**src/rtl/cdv_pkg.sv**
```systemverilog
// Package: shared definitions for the complementary dual-copy voter.
// Assumes: a lane request is a pair of active-low strobes (set, clear).
package cdv_pkg;

    // Decoded meaning of one lane's request pair.
    typedef enum logic [1:0] {
        LANE_HOLD  = 2'b00,
        LANE_SET   = 2'b01,
        LANE_CLEAR = 2'b10,
        LANE_BAD   = 2'b11
    } lane_act_e;

    // Turns the active-low strobes into an action code.
    function automatic lane_act_e decode_req(input logic set_n, input logic clr_n);
        lane_act_e a;
        case ({clr_n, set_n})
            2'b10:   a = LANE_SET;
            2'b01:   a = LANE_CLEAR;
            2'b11:   a = LANE_HOLD;
            default: a = LANE_BAD;
        endcase
        return a;
    endfunction

endpackage

```
**src/rtl/cdv_front.sv**
```systemverilog
// Module: first stage for one bit.
// The set path rests high and pulls low only when the copies agree on 1.
// The clear path rests high and pulls low only when the copies agree on 0.
// Assumes: bit_c carries the inverse of bit_t when there is no error.
module cdv_front (
    input  logic bit_t,
    input  logic bit_c,
    output logic set_n,
    output logic clr_n
);
    // NAND-style request generation for the two complementary paths.
    always_comb begin
        set_n = ~(bit_t & ~bit_c);
        clr_n = ~(~bit_t & bit_c);
    end
endmodule

```
**src/rtl/cdv_latch.sv**
```systemverilog
// Module: second stage for one bit, a clocked set/clear latch.
// It keeps the true value and the complement in separate registers.
// Assumes: synchronous active-low reset; the front never asserts both strobes.
module cdv_latch
    import cdv_pkg::*;
(
    input  logic clk,
    input  logic rst_n,
    input  logic set_n,
    input  logic clr_n,
    output logic q,
    output logic q_b,
    output logic mis
);
    lane_act_e act;

    // Decode the request pair.
    always_comb act = decode_req(set_n, clr_n);

    // Update or hold the stored pair and record the disagreement.
    always_ff @(posedge clk) begin
        if (!rst_n) begin
            q   <= 1'b0;
            q_b <= 1'b1;
            mis <= 1'b0;
        end else begin
            mis <= (act == LANE_HOLD);
            if (act == LANE_SET) begin
                q   <= 1'b1;
                q_b <= 1'b0;
            end else if (act == LANE_CLEAR) begin
                q   <= 1'b0;
                q_b <= 1'b1;
            end
        end
    end

    // a set request loads 1
    assert_set_loads_R2: assert property (@(posedge clk) disable iff (!rst_n)
        (!set_n && clr_n) |=> q);
    // a clear request loads 0
    assert_clear_loads_R3: assert property (@(posedge clk) disable iff (!rst_n)
        (set_n && !clr_n) |=> !q);
    // no request keeps the stored value
    assert_hold_keeps_R4: assert property (@(posedge clk) disable iff (!rst_n)
        (set_n && clr_n) |=> $stable(q));
    // the flag follows the disagreement
    assert_flag_set_R6: assert property (@(posedge clk) disable iff (!rst_n)
        (set_n && clr_n) |=> mis);
    assert_flag_clear_R6: assert property (@(posedge clk) disable iff (!rst_n)
        (!set_n || !clr_n) |=> !mis);
endmodule

```
**src/rtl/cdv_voter.sv**
```systemverilog
// Module: top of the complementary dual-copy hold voter.
// It builds one front and one latch for every bit, so each bit works on its own.
// Assumes: din_c is the bitwise inverse of din_t when there is no error.
module cdv_voter #(
    parameter int WIDTH = 8
) (
    input  logic             clk,
    input  logic             rst_n,
    input  logic [WIDTH-1:0] din_t,
    input  logic [WIDTH-1:0] din_c,
    output logic [WIDTH-1:0] q,
    output logic [WIDTH-1:0] q_n,
    output logic [WIDTH-1:0] mismatch
);
    logic [WIDTH-1:0] set_n;
    logic [WIDTH-1:0] clr_n;

    // one independent lane per bit
    for (genvar i = 0; i < WIDTH; i++) begin : g_lane
        cdv_front u_front (
            .bit_t (din_t[i]),
            .bit_c (din_c[i]),
            .set_n (set_n[i]),
            .clr_n (clr_n[i])
        );
        cdv_latch u_latch (
            .clk   (clk),
            .rst_n (rst_n),
            .set_n (set_n[i]),
            .clr_n (clr_n[i]),
            .q     (q[i]),
            .q_b   (q_n[i]),
            .mis   (mismatch[i])
        );
    end

    // the two output registers stay complementary
    assert_pair_inverse_R5: assert property (@(posedge clk) disable iff (!rst_n)
        1'b1 |=> (q_n == ~q));
    // reset clears the state
    assert_reset_state_R1: assert property (@(posedge clk)
        !rst_n |=> (q == '0) && (q_n == '1) && (mismatch == '0));
endmodule

```
**config.mk**
```make
export PLATFORM = sky130hd
export DESIGN_NAME = cdv_voter
export DESIGN_NICKNAME = d
export VERILOG_FILES = /design/src/rtl/cdv_pkg.sv /design/src/rtl/cdv_front.sv /design/src/rtl/cdv_latch.sv /design/src/rtl/cdv_voter.sv
export SDC_FILE = /design/constraint.sdc
export NUM_CORES = 1
export LEC_CHECK = 0
export ABC_AREA = 1
export BUFFER_PORTS_ARGS = -buffer_cell sky130_fd_sc_hd__buf_2
export CAP_MARGIN = 20
export CORE_ASPECT_RATIO = 0.5
export CORE_MARGIN = 8
export CORE_UTILIZATION = 45
export DETAILED_ROUTE_END_ITERATION = 16
export PLACE_DENSITY = 0.82
export REMOVE_ABC_BUFFERS = 1
export SLEW_MARGIN = 20
export SYNTH_ARGS = -nofsm -noshare
export SYNTH_HDL_FRONTEND = slang
export SYNTH_SLANG_ARGS = --single-unit
```
**constraint.sdc**
```tcl
create_clock -name clk -period 1 [get_ports clk]
set_clock_uncertainty 0.05 [all_clocks]
set_input_delay 0.2 -clock clk [delete_from_list [all_inputs] [get_ports clk]]
set_output_delay 0.2 -clock clk [all_outputs]
set_load 0.01 [all_outputs]
```
==> reports/summary.json <==
{
  "synth_cell_type_count": 8,
  "slowest_stage": "sky130_fd_sc_hd__dfxtp_2",
  "r2r_end": "g_lane[4].u_latch.q",
  "placeableCoreArea_um2": 2650,
  "max_capacitance_violation_total": 0,
  "postSynth.asyncResetShare_pct": 0,
  "grt_max_degree": 25,
  "post_synth_and_or_nand_nor_area_fraction_pct": 19.6,
  "synth_top_area_share_pct": 37.5,
  "cell_type_contributing_the_most_total_cell_area_after_synthesis": "sky130_fd_sc_hd__dfxtp_1",
  "floorplan.die.height_um": 53.7,
  "gp_routability_congestion": 0.721,
  "setup.reg_to_reg.worst_slack_ns": 0.34,
  "max_slew_margin_pct": 90.1,
  "synth_top_family_by_area": "buffers and inverters",
  "dp_worst_setup_slack_ns": -0.0137,
  "drt-initial-drc-count": 21,
  "synth_ff_type": "sky130_fd_sc_hd__dfxtp_1",
  "rr_worst_depth": 4,
  "worstMarginPinSlew_ns": 0.149,
  "crit_fanout": 2,
  "place.detailed.instances": 223,
  "drt_wl_total_mm": 2.19,
  "number_of_flops_mapped_to_enable_cells_by_yosys": 0,
  "routed_vias_inst": 4.10,
  "globalRoute.totalOverflow": 0,
  "floorplan.initialDensity_pct": 48.3,
  "peakVddDrop_v": 0.000667,
  "floorplan.die_area_um2": 4910,
  "setup_ws_ns": 0.0230,
  "timing.hold.worst_endpoint": "g_lane[0].u_latch.q_b",
  "maxSlewViolCount": 0,
  "cts.reportedPaths.clkPinSlew_ns": 0.08,
  "achievable-frequency_mhz": 1020,
  "reg2reg_from": "g_lane[4].u_latch.q",
  "drt-wirelength-per-cell_um": 9.64,
  "clock_buffers_created_by_tritoncts": 3,
  "grt_pass1_vias": 828,
  "netlist_area_um2": 1280,
  "hold_class": "in -> reg",
  "antenna_cells": 0,
  "cts.hold.buffers_added": 0,
  "gr-usage-all-layers_pct": 8.69,
  "synth-warning-count": 0,
  "finalHoldViolations": 0,
  "synth_common_cells": "sky130_fd_sc_hd__inv_1, sky130_fd_sc_hd__nand2_1, sky130_fd_sc_hd__buf_4",
  "setup_violators_final": 0,
  "power_per_cell_area_nw_per_um2": 1490,
  "mean_post_synth_cell_area_um2": 7.53,
  "cp.buffers_inverters": 1,
  "antenna_violations_before_repair": 0,
  "synth_xor_xnor_area_share_pct": 0,
  "hp-start": "rst_n",
  "synth.yosys.seq_area_share_pct": 37.5,
  "result_of_the_run": "completed",
  "first_pass_iters": 2,
  "die_w_um": 91.4,
  "top_level_ports": 42,
  "cp.arrival_ns": 0.73,
  "num-fill-cells": 240,
  "post_cts_setup_buffer_count": 0,
  "share_of_cells_above_drive_strength_1_pct": 32.6,
  "cts_max_level": 1,
  "routed_via_count": 931,
  "synth_compound_gate_area_share_pct": 0,
  "period_needed_ns": 0.977,
  "drc": 0,
  "setup.worst_path.start_class": "register",
  "portBuffers": 41,
  "holdPathStages": 3,
  "number_of_standard_cells_in_the_layout_taps_in_and_fillers_out": 227,
  "clock_tree_from_tritoncts": "yes",
  "yosys_register_bits": 24,
  "crit_family": "flip-flops",
  "maximum_buffer_depth_of_the_clock_tree": 2,
  "p_leak_nw": 0.889,
  "worst-endpoint-required_ns": 0.75,
  "crit_chain": "buf_2",
  "fin_crit_sh_pct": 97.7,
  "cpPeakStageDelay_ns": 0.33,
  "worst_skew_pair.late_latency_ns": 0.26,
  "synthCells": 170,
  "cts-root-buf": "sky130_fd_sc_hd__clkbuf_8",
  "grt_first_pass_wirelength_mm": 3.48,
  "synth_adder_area_share_pct": 15.6,
  "area_growth_syn_to_layout_pct": 15.0,
  "clock_sink_count": 24,
  "endpoint_kind": "output pin",
  "yosys-mux-area-fraction_pct": 0,
  "place_hpwl_mm": 1.74,
  "antenna_left": 0,
  "final_nets": 225,
  "worstSetupPathType": "reg -> out",
  "fp-row-count": 13,
  "leading_cell_types_by_total_area_after_synthesis": "sky130_fd_sc_hd__dfxtp_1, sky130_fd_sc_hd__ha_1, sky130_fd_sc_hd__buf_4"
}
[worst max-delay path by stage]
stage | from | end | slack (ns) | cells after the start
6_report | g_lane[4].u_latch.q_b | q_n[4] | 0.02 | 1
3_3_place_gp | din_c[6] | g_lane[6].u_latch.q_b | 0.02 | 6
5_1_grt | g_lane[4].u_latch.q_b | q_n[4] | -0.003 | 1
2_1_floorplan | din_c[0] | g_lane[0].u_latch.q_b | 0.14 | 5
4_1_cts | g_lane[4].u_latch.q | q[4] | 0.002 | 1
3_5_place_dp | din_c[5] | g_lane[5].u_latch.q_b | -0.01 | 6
[worst register-to-register path, cell delays in order (launching register included)]
cell and delay (ns):
sky130_fd_sc_hd__dfxtp_2 0.34, sky130_fd_sc_hd__inv_1 0.04, sky130_fd_sc_hd__nand2_1 0.04, sky130_fd_sc_hd__nand2_1 0.05, sky130_fd_sc_hd__nor2_1 0.08
[repair_timing]
action / CTS / global route
hold endpoints to repair: 0 / 0
cloned: 0 / 0
setup endpoints to repair: 1 / 17
resized for setup: 1 / 22
[layout by cell type (no fill, tap or decap), drive strengths merged]
master,instances
dfxtp,24
clkbuf,4
buf,42
inv,40
nor2,16
nand2,40
nand3,8
ha,16
[metal layers]
metal	wire length (um)	global-route usage (%)	part of all wire (%)
met5	0	0	0
met4	38	4.02	1.7
met3	98	3.05	4.5
met2	1230	18.1	56
met1	819	7.74	37
[report_power, final]
| part | switching (W) | total [W] | internal, W |
|---|---|---|---|
| Combinational | 0.000248 | 0.000463 | 0.000216 |
| Sequential | 0.0000379 | 0.00109 | 0.00105 |
| Clock | 0.000287 | 0.000638 | 0.000351 |
[kinds of logic after synthesis]
group	after synthesis
flip-flops	24
adder cells (fa/ha/maj)	16
buffers and inverters	66
AND/OR/NAND/NOR	64
[stage by stage]
stage | setup TNS [ns] | instance area, um2 | utilization (%) | hold slack (ns) | total power (W)
6_report | 0 | 1470 | 55.5 | 0.265 | 0.00219
5_1_grt | -0.00348 | 1470 | 55.5 | 0.256 | 0.00233
4_1_cts | 0 | 1410 | 53.3 | 0.259 | 0.00218
3_5_place_dp | -0.0137 | 1350 | 51.0 | 0.397 | 0.00154
3_3_place_gp | 0 | 1350 | 51.0 | 0.401 | 0.00152
2_1_floorplan | 0 | 1080 | - | 0.234 | 0.00135
[flip-flops by register name, summed over array words and instances, names as in the netlist]
register	cells
g_lane.u_latch.mis	8
g_lane.u_latch.q	8
g_lane.u_latch.q_b	8
[layout make-up]
class | count | area (um2) | share of cell area (%)
sequential | 24 | 500 | 34.0
tap | 37 | 46.3 | 3.15
multi-input combinational | 80 | 450 | 30.6
clock buffer | 4 | 55.1 | 3.74
inverter | 40 | 150 | 10.2
timing repair buffer | 42 | 269 | 18.3
No activity file was read; power rests on OpenSTA's default activity.
